**src/rtl/nic_pkg.sv**
```systemverilog
package nic_pkg;
   typedef enum logic [1:0] {
      STK_HOLD = 2'd0,
      STK_PUSH = 2'd1,
      STK_POP  = 2'd2
   } stk_op_e;
endpackage

```
**src/rtl/nic_prio_sel.sv**
```systemverilog
module nic_prio_sel #(
   parameter int N_CH  = 8,
   parameter int IDX_W = 3,
   parameter int LVL_W = 4
) (
   input  logic [N_CH-1:0]  req_i,
   input  logic [LVL_W-1:0] ceil_i,
   output logic             hit_o,
   output logic [IDX_W-1:0] idx_o
);
   logic [N_CH-1:0] elig;

   // only channels strictly more urgent than the ceiling are eligible
   for (genvar g = 0; g < N_CH; g++) begin : g_mask
      assign elig[g] = req_i[g] && (LVL_W'(g) < ceil_i);
   end

   always_comb begin
      hit_o = 1'b0;
      idx_o = '0;
      for (int i = N_CH - 1; i >= 0; i--) begin
         if (elig[i]) begin
            hit_o = 1'b1;
            idx_o = IDX_W'(i);
         end
      end
   end
endmodule

```
**src/rtl/nic_svc_stack.sv**
```systemverilog
module nic_svc_stack
   import nic_pkg::*;
#(
   parameter int N_CH  = 8,
   parameter int IDX_W = 3,
   parameter int CNT_W = 4
) (
   input  logic             clk,
   input  logic             rst_n,
   input  stk_op_e          op_i,
   input  logic [IDX_W-1:0] push_idx_i,
   output logic [IDX_W-1:0] top_o,
   output logic             empty_o,
   output logic [CNT_W-1:0] cnt_o
);
   logic [IDX_W-1:0] slot_q [N_CH];
   logic [CNT_W-1:0] cnt_q;

   always_ff @(posedge clk) begin
      if (!rst_n) begin
         cnt_q <= '0;
         for (int i = 0; i < N_CH; i++) slot_q[i] <= '0;
      end else begin
         unique case (op_i)
            STK_PUSH: begin
               if (cnt_q < CNT_W'(N_CH)) begin
                  for (int i = 0; i < N_CH; i++)
                     if (cnt_q == CNT_W'(i)) slot_q[i] <= push_idx_i;
                  cnt_q <= cnt_q + 1'b1;
               end
            end
            STK_POP: if (cnt_q != '0) cnt_q <= cnt_q - 1'b1;
            default: ;
         endcase
      end
   end

   always_comb begin
      top_o = '0;
      for (int i = 0; i < N_CH; i++)
         if (cnt_q == CNT_W'(i + 1)) top_o = slot_q[i];
   end

   assign empty_o = (cnt_q == '0);
   assign cnt_o   = cnt_q;
endmodule

```
**src/rtl/nest_irq_ctrl.sv**
```systemverilog
module nest_irq_ctrl
   import nic_pkg::*;
#(
   parameter int N_CH = 8
) (
   input  logic                    clk,
   input  logic                    rst_n,
   input  logic [N_CH-1:0]         req_i,
   input  logic                    ack_i,
   input  logic                    eoi_i,
   output logic [N_CH-1:0]         grant_o,
   output logic                    irq_o,
   output logic [$clog2(N_CH)-1:0] vec_o,
   output logic                    err_o
);
   localparam int IDX_W = $clog2(N_CH);
   localparam int LVL_W = $clog2(N_CH + 1);
   localparam int CNT_W = LVL_W;

   if (N_CH < 2 || N_CH > 64) begin : g_bad_n
      $error("nest_irq_ctrl: N_CH must lie in 2..64");
   end

   stk_op_e          stk_op;
   logic [IDX_W-1:0] top_idx;
   logic             stk_empty;
   logic [CNT_W-1:0] svc_depth;
   logic [LVL_W-1:0] ceil;
   logic             hit;
   logic [IDX_W-1:0] pick;
   logic             err_q;

   assign ceil = stk_empty ? LVL_W'(N_CH) : LVL_W'(top_idx);

   nic_prio_sel #(.N_CH(N_CH), .IDX_W(IDX_W), .LVL_W(LVL_W)) u_sel (
      .req_i (req_i),
      .ceil_i(ceil),
      .hit_o (hit),
      .idx_o (pick)
   );

   // end-of-service has precedence over a simultaneous acknowledge
   always_comb begin
      if (eoi_i && !stk_empty)    stk_op = STK_POP;
      else if (ack_i && hit && !eoi_i) stk_op = STK_PUSH;
      else                        stk_op = STK_HOLD;
   end

   nic_svc_stack #(.N_CH(N_CH), .IDX_W(IDX_W), .CNT_W(CNT_W)) u_stk (
      .clk       (clk),
      .rst_n     (rst_n),
      .op_i      (stk_op),
      .push_idx_i(pick),
      .top_o     (top_idx),
      .empty_o   (stk_empty),
      .cnt_o     (svc_depth)
   );

   always_ff @(posedge clk) begin
      if (!rst_n)                     err_q <= 1'b0;
      else if (eoi_i && stk_empty)    err_q <= 1'b1;
   end

   for (genvar g = 0; g < N_CH; g++) begin : g_grant
      assign grant_o[g] = !stk_empty && (top_idx == IDX_W'(g));
   end

   assign irq_o = hit;
   assign vec_o = pick;
   assign err_o = err_q;
endmodule

```
**config.mk**
```make
export PLATFORM = sky130hd
export DESIGN_NAME = nest_irq_ctrl
export DESIGN_NICKNAME = d
export VERILOG_FILES = /design/src/rtl/nic_pkg.sv /design/src/rtl/nic_prio_sel.sv /design/src/rtl/nic_svc_stack.sv /design/src/rtl/nest_irq_ctrl.sv
export SDC_FILE = /design/constraint.sdc
export NUM_CORES = 1
export LEC_CHECK = 0
export BUFFER_PORTS_ARGS = -buffer_cell sky130_fd_sc_hd__buf_2
export CORE_MARGIN = 2
export CORE_UTILIZATION = 35
export CTS_BUF_LIST = sky130_fd_sc_hd__clkbuf_16
export CTS_CLUSTER_SIZE = 30
export DETAILED_ROUTE_END_ITERATION = 7
export GPL_ROUTABILITY_DRIVEN = 0
export SYNTH_ARGS = -nofsm -noshare
export SYNTH_HDL_FRONTEND = slang
export SYNTH_SLANG_ARGS = --single-unit
```
**constraint.sdc**
```tcl
create_clock -name clk -period 4.4 [get_ports clk]
set_input_delay 0.44 -clock clk [delete_from_list [all_inputs] [get_ports clk]]
set_output_delay 0.44 -clock clk [all_outputs]
set_load 0.1 [all_outputs]
```
==> Implementation_results.wiki, run 1 <==
{| class="wikitable"
! Metric !! Value
|-
| Overall power consumption || 2000 µW
|-
| CP delay by family, top || simple AND/OR/NAND/NOR gates
|-
| Critical path capture point type || output port
|-
| Post-DR wirelength/cell || 18.4 µm
|-
| Source-to-sink clock delay at the later pin of the worst-skew pair || 0.28 ns
|-
| Number of buffers added by the clock tree synthesis step || 5
|-
| TritonCTS clock tree || built
|-
| Share of total power in sequential cells || 0.197
|-
| Commonest register cell after synthesis || sky130_fd_sc_hd__edfxtp_1
|-
| Slack of the worst reg-to-reg path || 0.60 ns
|-
| Row count || 28
|-
| Least-Margin Pin Slew || 0.912 ns
|-
| Synth Area in Compound Gates || 0.272
|-
| Worst hold path class || primary input to register
|-
| Multiplexer fraction of the synthesized cell area || 0
|-
| Final worst path period need || 4.04 ns
|-
| Result of the run || finished, final reports clean
|-
| Global routing met3 resource utilization || 0.0341
|-
| Count of boundary I/O pins || 25
|-
| Routing usage on met2 || 0.307
|-
| Area of the placeable core || 5890 µm²
|-
| P_leak || 0.000882 µW
|-
| Critical path arrival || 3.60 ns
|-
| TritonCTS Sinks || 29
|-
| Fraction of power consumed by combinational cells || 0.609
|-
| Cells after synthesis || 226
|-
| Initial antenna violation count || 0
|-
| Worst clock skew || 0.0107 ns
|-
| Number of warning messages in the yosys log || 0
|-
| XOR/XNOR share of the synthesized area || 0
|-
| Htree depth || 2
|-
| GR Layer Usage met1 || 0.239
|-
| Vertical extent of the die || 81.7 µm
|-
| DR vias || 1938
|-
| FF+latch count, synth || 29
|-
| Count of non-filler cells in the finished layout || 324
|-
| Slowest library cell on the worst path || sky130_fd_sc_hd__or4b_1
|-
| Hold Path Origin || eoi_i
|-
| Number of setup buffers added after CTS || 0
|-
| Mean Syn Cell Area || 9.36 µm²
|-
| Internal power of the cells || 903 µW
|-
| Required time at the worst-slack endpoint || 3.96 ns
|-
| Initial standard-cell utilization of the core || 0.359
|-
| Post-synthesis net count || 242
|-
| HPWL after DPL || 4280 µm
|-
| Final net count || 264
|-
| Sequential area share after synthesis || 0.388
|-
| Timing-limited maximum frequency || 248 MHz
|-
| Combinational family with the most area after synthesis || compound AO/OA/AOI/OAI gates
|-
| Worst Hold Depth || 3
|-
| CP Max Fanout || 13
|-
| Placed cell count || 316
|-
| Total congestion overflow after global routing || 0
|-
| Most frequent cells in the layout || sky130_fd_sc_hd__nand2_1, sky130_fd_sc_hd__buf_2, sky130_fd_sc_hd__edfxtp_1
|-
| Type of origin of the critical path || register
|-
| Worst-path cell chain || ha_1 > inv_2 > or4b_1 > o211ai_2 > and2_1 > a31oi_4 > o32ai_2 > o21a_1 > buf_2
|-
| Switching part of the total power || 0.548
|-
| Global-route usage over all layers || 0.186
|-
| Crit Reg-Reg Startpoint || u_stk.cnt_o[0]
|-
| Number of detailed-route iterations in the first pass || 5
|-
| Count of buffer and inverter cells on the critical path || 2
|-
| CTS Hold Buffers Added || 0
|-
| Maximum Capacitance Violations || 0
|-
| Post-CTS clock slew at the launch and capture registers of the worst setup and hold paths || 0.06 ns
|-
| Reg2Reg Depth || 9
|-
| Ratio of final minimum period to clock period || 0.918
|-
| Clock group share of total power || 0.194
|-
| Hold Crit Endpoint || err_o
|-
| Fraction of final layout cells sized beyond drive strength 1 || 0.197
|-
| Final cell utilization of the core || 0.415
|-
| Pin count of the biggest net entering global routing || 22
|-
| Fraction of registers with async set or reset after synthesis || 0
|-
| Sum of negative setup slack || 0 ns
|-
| Number of hold violations in the final report || 0
|-
| Largest vdd supply drop || 0.594 mV
|-
| Port buffer count || 24
|-
| Synthesized-area fraction occupied by adder cells || 0.0237
|-
| Worst rel slew slack || 0.389
|-
| Vias in the first global route || 1745
|-
| Setup repair after global routing missed its margin || false
|-
| Antenna violation net count after detailed routing || 0
|-
| Detailed Route WL || 5970 µm
|-
| Number of flops mapped to enable cells by yosys || 24
|-
| Antenna cells || 0
|-
| Crit path kind || register to output port
|-
| Global-route wire length before repair || 9060 µm
|-
| Worst reg2reg path endpoint || u_stk.slot_q[1][4]
|-
| Switching power || 1090 µW
|-
| Power density of the placed cells || 818 nW/µm²
|-
| Design area || 2440 µm²
|-
| CP peak stage delay || 0.57 ns
|-
| Setup violations, final || 0
|-
| Post-place instance area || 2270 µm²
|-
| Cell area after technology mapping || 2110 µm²
|-
| Simple-gate area share of the yosys netlist || 0.251
|-
| Via-to-Cell Ratio || 5.98
|-
| Clk buf depth || 2
|-
| Area growth from synthesis to layout || 15.4%
|-
| Clk root buf || sky130_fd_sc_hd__clkbuf_16
|-
| Number of unique standard cell types used by synthesis || 56
|-
| DRT iter0 DRCs || 112
|-
| DRC violations left || 0
|-
| Number of max-slew violations in the final report || 0
|-
| GR peak layer || met2
|-
| Overall die area || 6680 µm²
|-
| Die width || 81.7 µm
|-
| Gates resized, CTS repair || 0
|}
-- layer usage --
layer	up-vias	wire length, µm
met2	85	2810
met3	13	356
li1	922	-
met1	918	2690
met5	-	0
met4	0	117
-- power by group through the flow --
stage          Sequential, µW  Clock [µW]  Combinational (µW)
6_report                  394         387                1210
4_1_cts                   393         391                1210
3_5_place_dp              398           0                1200
2_1_floorplan             405           0                 976
3_3_place_gp              397           0                1200
5_1_grt                   400         403                1290
-- cell usage after synthesis, types with 3 or more instances --
cell type,n,area share
sky130_fd_sc_hd__nand3_1,6,0.014
sky130_fd_sc_hd__inv_1,11,0.020
sky130_fd_sc_hd__nand3b_1,6,0.021
sky130_fd_sc_hd__nor2b_1,4,0.012
sky130_fd_sc_hd__a211oi_1,6,0.021
sky130_fd_sc_hd__nor3_1,8,0.019
sky130_fd_sc_hd__nand2b_1,3,0.0089
sky130_fd_sc_hd__nor4_1,10,0.030
sky130_fd_sc_hd__nor2_1,17,0.030
sky130_fd_sc_hd__dfxtp_1,5,0.047
sky130_fd_sc_hd__buf_6,3,0.016
sky130_fd_sc_hd__and2_1,3,0.0089
sky130_fd_sc_hd__and4_1,5,0.021
sky130_fd_sc_hd__ha_1,4,0.024
sky130_fd_sc_hd__clkbuf_1,3,0.0053
sky130_fd_sc_hd__a21oi_1,14,0.033
sky130_fd_sc_hd__buf_2,4,0.0095
sky130_fd_sc_hd__nand2_1,24,0.043
sky130_fd_sc_hd__o31ai_1,7,0.025
sky130_fd_sc_hd__o21a_1,3,0.011
sky130_fd_sc_hd__buf_4,3,0.011
sky130_fd_sc_hd__edfxtp_1,24,0.34
sky130_fd_sc_hd__and3_1,3,0.0089
sky130_fd_sc_hd__o211ai_1,7,0.025
sky130_fd_sc_hd__nor3b_1,3,0.011
-- kinds of logic after synthesis --
group,Yosys count
adders and majority gates,4
buffers and inverters,26
and+or+nand+nor,99
DFF,29
AOI/OAI and AO/OA,68
-- area by class of cell --
type | instances | area, µm²
Fill cell | 589 | 3450
Multi-Input combinational cell | 171 | 1160
Sequential cell | 29 | 821
Timing Repair Buffer | 28 | 150
Clock buffer | 5 | 125
Tap cell | 75 | 93.8
Inverter | 13 | 48.8
Clock inverter | 3 | 41.3
-- worst reg2reg max path, stage by stage, from the launching register on --
cell	delay, ns
sky130_fd_sc_hd__dfxtp_1	0.48
sky130_fd_sc_hd__ha_1	0.53
sky130_fd_sc_hd__inv_2	0.21
sky130_fd_sc_hd__or4b_1	0.57
sky130_fd_sc_hd__o211ai_2	0.12
sky130_fd_sc_hd__and2_1	0.33
sky130_fd_sc_hd__a31oi_4	0.18
sky130_fd_sc_hd__o32ai_2	0.32
sky130_fd_sc_hd__o211ai_1	0.42
sky130_fd_sc_hd__nor4_1	0.43
-- per-stage QoR --
| step | hold WS, ns | setup WS, ns |
|---|---|---|
| finish | 0.477 | 0.360 |
| global route | 0.510 | 0.202 |
| CTS | 0.478 | 0.413 |
| detailed placement | 0.479 | 0.731 |
| global placement | 0.463 | 0.771 |
| floorplan | 0.564 | 0.275 |
-- worst max-delay path by stage --
| stage | startpoint | endpoint | slack (ns) | cells after the start |
|---|---|---|---|---|
| 6_report | u_stk.cnt_o[0] | vec_o[1] | 0.36 | 9 |
| 5_1_grt | u_stk.cnt_o[0] | vec_o[1] | 0.20 | 9 |
| 4_1_cts | u_stk.cnt_o[0] | vec_o[1] | 0.41 | 9 |
| 3_5_place_dp | u_stk.cnt_o[0] | u_stk.slot_q[1][7] | 0.73 | 10 |
| 3_3_place_gp | u_stk.cnt_o[0] | u_stk.slot_q[0][0] | 0.77 | 10 |
| 2_1_floorplan | u_stk.cnt_o[0] | grant_o[2] | 0.28 | 8 |
-- flip-flops by register name, indices dropped and copies added, names as in the netlist --
name / cells
u_stk.slot_q: 24
u_stk.cnt_o: 4
err_o: 1
(Power assumes the default switching activity.)
==> run 2, diff against run 1 <==
Settings changed: CAP_MARGIN set to 20, CTS_BUF_LIST sky130_fd_sc_hd__clkbuf_16 to sky130_fd_sc_hd__clkbuf_8.
==> Implementation_results.wiki, run 2 (synthesis results as in run 1) <==
{| class="wikitable"
! Metric !! Value
|-
| CTS Hold Buffers Added || 0 (unchanged)
|-
| HPWL after DPL || 4280 µm (unchanged)
|-
| Number of max-slew violations in the final report || 0 (unchanged)
|-
| CP delay by family, top || simple AND/OR/NAND/NOR gates (unchanged)
|-
| Area of the placeable core || 5890 µm² (unchanged)
|-
| DRC violations left || 0 (unchanged)
|-
| Most frequent cells in the layout || sky130_fd_sc_hd__nand2_1, sky130_fd_sc_hd__buf_2, sky130_fd_sc_hd__edfxtp_1 (unchanged)
|-
| Type of origin of the critical path || register (unchanged)
|-
| Slowest library cell on the worst path || sky130_fd_sc_hd__or4b_1 (unchanged)
|-
| Count of non-filler cells in the finished layout || 324 (unchanged)
|-
| Number of buffers added by the clock tree synthesis step || 5 (unchanged)
|-
| Overall power consumption || 1880 µW (was 2000 µW)
|-
| Count of buffer and inverter cells on the critical path || 2 (unchanged)
|-
| DRT iter0 DRCs || 150 (was 112)
|-
| DR vias || 1927 (was 1938)
|-
| Worst rel slew slack || 0.366 (was 0.389)
|-
| Largest vdd supply drop || 0.540 mV (was 0.594 mV)
|-
| Pin count of the biggest net entering global routing || 22 (unchanged)
|-
| Max reg flops || 24 (unchanged)
|-
| Final net count || 264 (unchanged)
|-
| Critical path arrival || 3.59 ns (was 3.60 ns)
|-
| Global-route wire length before repair || 8920 µm (was 9060 µm)
|-
| Source-to-sink clock delay at the later pin of the worst-skew pair || 0.29 ns (was 0.28 ns)
|-
| Clk root buf || sky130_fd_sc_hd__clkbuf_8 (was sky130_fd_sc_hd__clkbuf_16)
|-
| Post-CTS clock slew at the launch and capture registers of the worst setup and hold paths || 0.07 ns (was 0.06 ns)
|-
| Overall die area || 6680 µm² (unchanged)
|-
| Timing-limited maximum frequency || 248 MHz (about the same)
|-
| Sum of negative setup slack || 0 ns (unchanged)
|-
| Maximum Capacitance Violations || 0 (unchanged)
|-
| Number of setup buffers added after CTS || 0 (unchanged)
|-
| Setup repair after global routing missed its margin || false (unchanged)
|-
| Clk buf depth || 2 (unchanged)
|-
| Number of hold violations in the final report || 0 (unchanged)
|-
| TritonCTS clock tree || built (unchanged)
|-
| Row count || 28 (unchanged)
|-
| Register with the most flip-flops || u_stk.slot_q (unchanged)
|-
| Port buffer count || 24 (unchanged)
|-
| Antenna cells || 0 (unchanged)
|-
| Ratio of final minimum period to clock period || 0.916 (was 0.918)
|-
| Antenna violation net count after detailed routing || 0 (unchanged)
|-
| Hold slack || 0.464 ns (was 0.477 ns)
|-
| Die width || 81.7 µm (unchanged)
|-
| Fraction of final layout cells sized beyond drive strength 1 || 0.197 (unchanged)
|-
| Global-route usage over all layers || 0.184 (was 0.186)
|-
| Worst hold path class || primary input to register (unchanged)
|-
| Vertical extent of the die || 81.7 µm (unchanged)
|-
| Htree depth || 2 (unchanged)
|-
| Vias in the first global route || 1723 (was 1745)
|-
| Crit path kind || register to output port (unchanged)
|-
| Least-Margin Pin Slew || 0.947 ns (was 0.912 ns)
|-
| Worst-case setup margin in the final layout || 0.368 ns (was 0.360 ns)
|-
| Initial standard-cell utilization of the core || 0.359 (unchanged)
|-
| Final worst path period need || 4.03 ns (was 4.04 ns)
|-
| Detailed Route WL || 5870 µm (was 5970 µm)
|-
| Worst clock skew || 0.0149 ns (was 0.0107 ns)
|-
| Gates resized, CTS repair || 0 (unchanged)
|-
| Number of detailed-route iterations in the first pass || 4 (was 5)
|-
| Required time at the worst-slack endpoint || 3.96 ns (about the same)
|-
| Critical path capture point type || output port (unchanged)
|-
| CP peak stage delay || 0.56 ns (was 0.57 ns)
|-
| Area growth from synthesis to layout || 12.7% (was 15.4%)
|-
| Placed cell count || 316 (unchanged)
|-
| Setup violations, final || 0 (unchanged)
|-
| Power density of the placed cells || 790 nW/µm² (was 818 nW/µm²)
|-
| Result of the run || finished, final reports clean (unchanged)
|-
| Worst-path cell chain || ha_1 > inv_2 > or4b_1 > o211ai_2 > and2_1 > a31oi_4 > o32ai_2 > o21a_1 > buf_2 (unchanged)
|-
| Filler instances || 600 (was 589)
|-
| Initial antenna violation count || 0 (unchanged)
|-
| Via-to-Cell Ratio || 5.95 (was 5.98)
|-
| TritonCTS Sinks || 29 (unchanged)
|-
| Total congestion overflow after global routing || 0 (unchanged)
|-
| Count of boundary I/O pins || 25 (unchanged)
|-
| Post-DR wirelength/cell || 18.1 µm (was 18.4 µm)
|-
| Setup slack after placement || 0.731 ns (unchanged)
|-
| CP Max Fanout || 13 (unchanged)
|-
| P_leak || 0.000856 µW (was 0.000882 µW)
|}
[run 2: cell count changes in the layout (fill, tap and decap cells not counted)]
cell,previous run,this run
sky130_fd_sc_hd__clkbuf_16,5,0
sky130_fd_sc_hd__clkbuf_8,0,5
[run 2: worst paths after layout]
path                  start                  to  slack (ns)  cells after the start
max          u_stk.cnt_o[0]            vec_o[1]        0.37                      9
max reg2reg  u_stk.cnt_o[0]  u_stk.slot_q[1][4]        0.62                      9
min                   eoi_i               err_o        0.46                      3
min reg2reg           err_o               err_o        0.48                      2
[run 2: through the flow]
step,instance area [µm²],util
2_1_floorplan,2120,-
3_3_place_gp,2270,0.386
3_5_place_dp,2270,0.386
4_1_cts,2380,0.405
5_1_grt,2380,0.405
6_report,2380,0.405
[run 2: area by class of cell]
class / count / area, µm² / share of cell area
Multi-Input combinational cell: 171 / 1160 / 0.487
Sequential cell: 29 / 821 / 0.344
Timing Repair Buffer: 28 / 150 / 0.0630
Tap cell: 75 / 93.8 / 0.0394
Clock buffer: 5 / 68.8 / 0.0289
Inverter: 13 / 48.8 / 0.0205
Clock inverter: 3 / 41.3 / 0.0173
[run 2: power by group]
| part | internal (µW) | switching, µW | leakage [µW] |
|---|---|---|---|
| registers | 353 | 39.1 | 0.000289 |
| logic | 285 | 929 | 0.000515 |
| clock network | 166 | 110 | 0.0000518 |
[run 2: layer usage]
metal	track usage	up-vias	routed length, µm
met4	0.0833	0	139
met5	0	-	0
met1	0.237	925	2650
met3	0.0341	10	326
met2	0.299	74	2750
li1	-	918	-
[run 2: worst register-to-register path, stage by stage (launching register included)]
cell and delay [ns]:
sky130_fd_sc_hd__dfxtp_1 0.48, sky130_fd_sc_hd__ha_1 0.53, sky130_fd_sc_hd__inv_2 0.21, sky130_fd_sc_hd__or4b_1 0.56, sky130_fd_sc_hd__o211ai_2 0.12, sky130_fd_sc_hd__and2_1 0.32
sky130_fd_sc_hd__a31oi_4 0.17, sky130_fd_sc_hd__o32ai_2 0.32, sky130_fd_sc_hd__o211ai_1 0.44, sky130_fd_sc_hd__nor4_1 0.42
==> run 3, diff against run 2 <==
--- a/config.mk
+++ b/config.mk
@@ -10,3 +10,3 @@
 export CORE_MARGIN = 2
-export CORE_UTILIZATION = 35
+export CORE_UTILIZATION = 60
 export CTS_BUF_LIST = sky130_fd_sc_hd__clkbuf_8
@@ -15,2 +15,3 @@
 export GPL_ROUTABILITY_DRIVEN = 0
+export PLACE_DENSITY = 0.82
 export SYNTH_ARGS = -nofsm -noshare
--- a/constraint.sdc
+++ b/constraint.sdc
@@ -3,2 +3,2 @@
 set_output_delay 0.44 -clock clk [all_outputs]
-set_load 0.1 [all_outputs]
+set_load 0.02 [all_outputs]
==> Implementation_results.wiki, run 3 (synthesis results as in run 1) <==
{| class="wikitable"
! Metric !! Value
|-
| Gates resized, CTS repair || 0 (unchanged)
|-
| DRT iter0 DRCs || 189 (was 150)
|-
| Required time at the worst-slack endpoint || 3.96 ns (about the same)
|-
| DRC violations left || 0 (unchanged)
|-
| Number of setup buffers added after CTS || 0 (unchanged)
|-
| DR vias || 1883 (was 1927)
|-
| Overall power consumption || 1450 µW (was 1880 µW)
|-
| Htree depth || 2 (unchanged)
|-
| Number of max-slew violations in the final report || 0 (unchanged)
|-
| Routing usage on met2 || 0.413 (was 0.299)
|-
| Row count || 21 (was 28)
|-
| Max reg flops || 24 (unchanged)
|-
| Port buffer count || 24 (unchanged)
|-
| Post-DR wirelength/cell || 18.0 µm (was 18.1 µm)
|-
| Type of origin of the critical path || register (unchanged)
|-
| Critical path arrival || 3.35 ns (was 3.59 ns)
|-
| Setup repair after global routing missed its margin || false (unchanged)
|-
| Number of buffers added by the clock tree synthesis step || 5 (unchanged)
|-
| Largest vdd supply drop || 0.405 mV (was 0.540 mV)
|-
| Worst Hold Depth || 2 (was 3)
|-
| Number of detailed-route iterations in the first pass || 7 (was 4)
|-
| Clk root buf || sky130_fd_sc_hd__clkbuf_8 (unchanged)
|-
| Area of the placeable core || 3360 µm² (was 5890 µm²)
|-
| P_leak || 0.000839 µW (was 0.000856 µW)
|-
| Antenna violation net count after detailed routing || 0 (unchanged)
|-
| Area growth from synthesis to layout || 8.82% (was 12.7%)
|-
| Global-route wire length before repair || 8670 µm (was 8920 µm)
|-
| Global routing met3 resource utilization || 0.0500 (was 0.0341)
|-
| CP Max Fanout || 13 (unchanged)
|-
| Result of the run || finished, final reports clean (unchanged)
|-
| Overall die area || 4020 µm² (was 6680 µm²)
|-
| Least-Margin Pin Slew || 0.829 ns (was 0.947 ns)
|-
| Vias in the first global route || 1729 (was 1723)
|-
| GR peak layer || met1 (was met2)
|-
| Final worst path period need || 3.79 ns (was 4.03 ns)
|-
| Initial standard-cell utilization of the core || 0.629 (was 0.359)
|-
| Power density of the placed cells || 630 nW/µm² (was 790 nW/µm²)
|-
| Count of boundary I/O pins || 25 (unchanged)
|-
| Filler instances || 297 (was 600)
|-
| Register with the most flip-flops || u_stk.slot_q (unchanged)
|-
| Global-route usage over all layers || 0.282 (was 0.184)
|-
| Number of hold violations in the final report || 0 (unchanged)
|-
| Die width || 63.4 µm (was 81.7 µm)
|-
| CTS Hold Buffers Added || 0 (unchanged)
|-
| Pin count of the biggest net entering global routing || 22 (unchanged)
|-
| Most frequent cells in the layout || sky130_fd_sc_hd__nand2_1, sky130_fd_sc_hd__buf_2, sky130_fd_sc_hd__edfxtp_1 (unchanged)
|-
| HPWL after DPL || 3770 µm (was 4280 µm)
|-
| Vertical extent of the die || 63.4 µm (was 81.7 µm)
|-
| Worst hold path class || register to register (was primary input to register)
|-
| Final net count || 263 (was 264)
|-
| TritonCTS clock tree || built (unchanged)
|-
| TritonCTS Sinks || 29 (unchanged)
|-
| Ratio of final minimum period to clock period || 0.862 (was 0.916)
|-
| Source-to-sink clock delay at the later pin of the worst-skew pair || 0.27 ns (was 0.29 ns)
|-
| Setup violations, final || 0 (unchanged)
|-
| Worst clock skew || 0.00400 ns (was 0.0149 ns)
|-
| Clk buf depth || 2 (unchanged)
|-
| Total congestion overflow after global routing || 0 (unchanged)
|-
| Reg2Reg Depth || 10 (was 9)
|-
| Timing-limited maximum frequency || 264 MHz (was 248 MHz)
|-
| Sum of negative setup slack || 0 ns (unchanged)
|-
| Detailed Route WL || 5260 µm (was 5870 µm)
|-
| Critical path capture point type || output port (unchanged)
|-
| GR Layer Usage met1 || 0.419 (was 0.237)
|-
| Maximum Capacitance Violations || 0 (unchanged)
|-
| Post-CTS clock slew at the launch and capture registers of the worst setup and hold paths || 0.05 ns (was 0.07 ns)
|-
| Antenna cells || 0 (unchanged)
|-
| Worst rel slew slack || 0.445 (was 0.366)
|-
| Fraction of final layout cells sized beyond drive strength 1 || 0.187 (was 0.197)
|-
| Via-to-Cell Ratio || 6.45 (was 5.95)
|-
| Crit path kind || register to output port (unchanged)
|-
| Initial antenna violation count || 0 (unchanged)
|}
[run 3: cell types whose count changed in the layout (fill, tap and decap cells not counted), sizes merged]
cell	previous run	this run
buf	28	27
bufinv	1	0
clkinvlp	1	0
[run 3: final cells by class]
class | instances | area (µm²) | area share
Tap cell | 46 | 57.6 | 0.0250
Clock buffer | 5 | 68.8 | 0.0299
Multi-Input combinational cell | 171 | 1160 | 0.503
Timing Repair Buffer | 27 | 143 | 0.0620
Inverter | 13 | 48.8 | 0.0212
Clock inverter | 1 | 5.00 | 0.00218
Sequential cell | 29 | 821 | 0.357
[run 3: layer usage]
layer  share of wire  vias to the layer above
met5               0                        -
met4           0.012                        0
met3           0.078                        6
met2            0.46                       91
met1            0.45                      868
li1                -                      918
[run 3: where the power goes]
| part | internal, µW | switching (µW) | leakage (µW) |
|---|---|---|---|
| logic | 281 | 580 | 0.000510 |
| clock network | 103 | 87.2 | 0.0000399 |
| registers | 353 | 45.5 | 0.000289 |
| total | 738 | 713 | 0.000839 |
[run 3: final timing paths]
path,slack (ns),start,endpoint
max reg2reg,0.72,u_stk.cnt_o[0],u_stk.slot_q[0][9]
min,0.46,err_o,err_o
min reg2reg,0.46,err_o,err_o
max,0.61,u_stk.cnt_o[0],irq_o
[run 3: stage by stage]
stage	cells	cell area (µm²)	setup slack (ns)	hold WS, ns	utilization
final	292	2300	0.609	0.464	0.684
after CTS	292	2300	0.637	0.464	0.684
after global routing	292	2300	0.382	0.514	0.684
after detailed placement	286	2230	0.752	0.450	0.662
after global placement	286	2230	0.802	0.449	0.662
after floorplan	226	2110	1.34	0.564	-
[run 3: critical path, stage by stage (launching register included)]
cell and delay [ns]:
sky130_fd_sc_hd__dfxtp_1 0.48, sky130_fd_sc_hd__ha_1 0.52, sky130_fd_sc_hd__inv_2 0.18, sky130_fd_sc_hd__or4b_1 0.56, sky130_fd_sc_hd__o211ai_2 0.11, sky130_fd_sc_hd__and2_1 0.33, sky130_fd_sc_hd__a31oi_4 0.17, sky130_fd_sc_hd__o41ai_4 0.48
sky130_fd_sc_hd__nand2_1 0.09, sky130_fd_sc_hd__buf_2 0.17
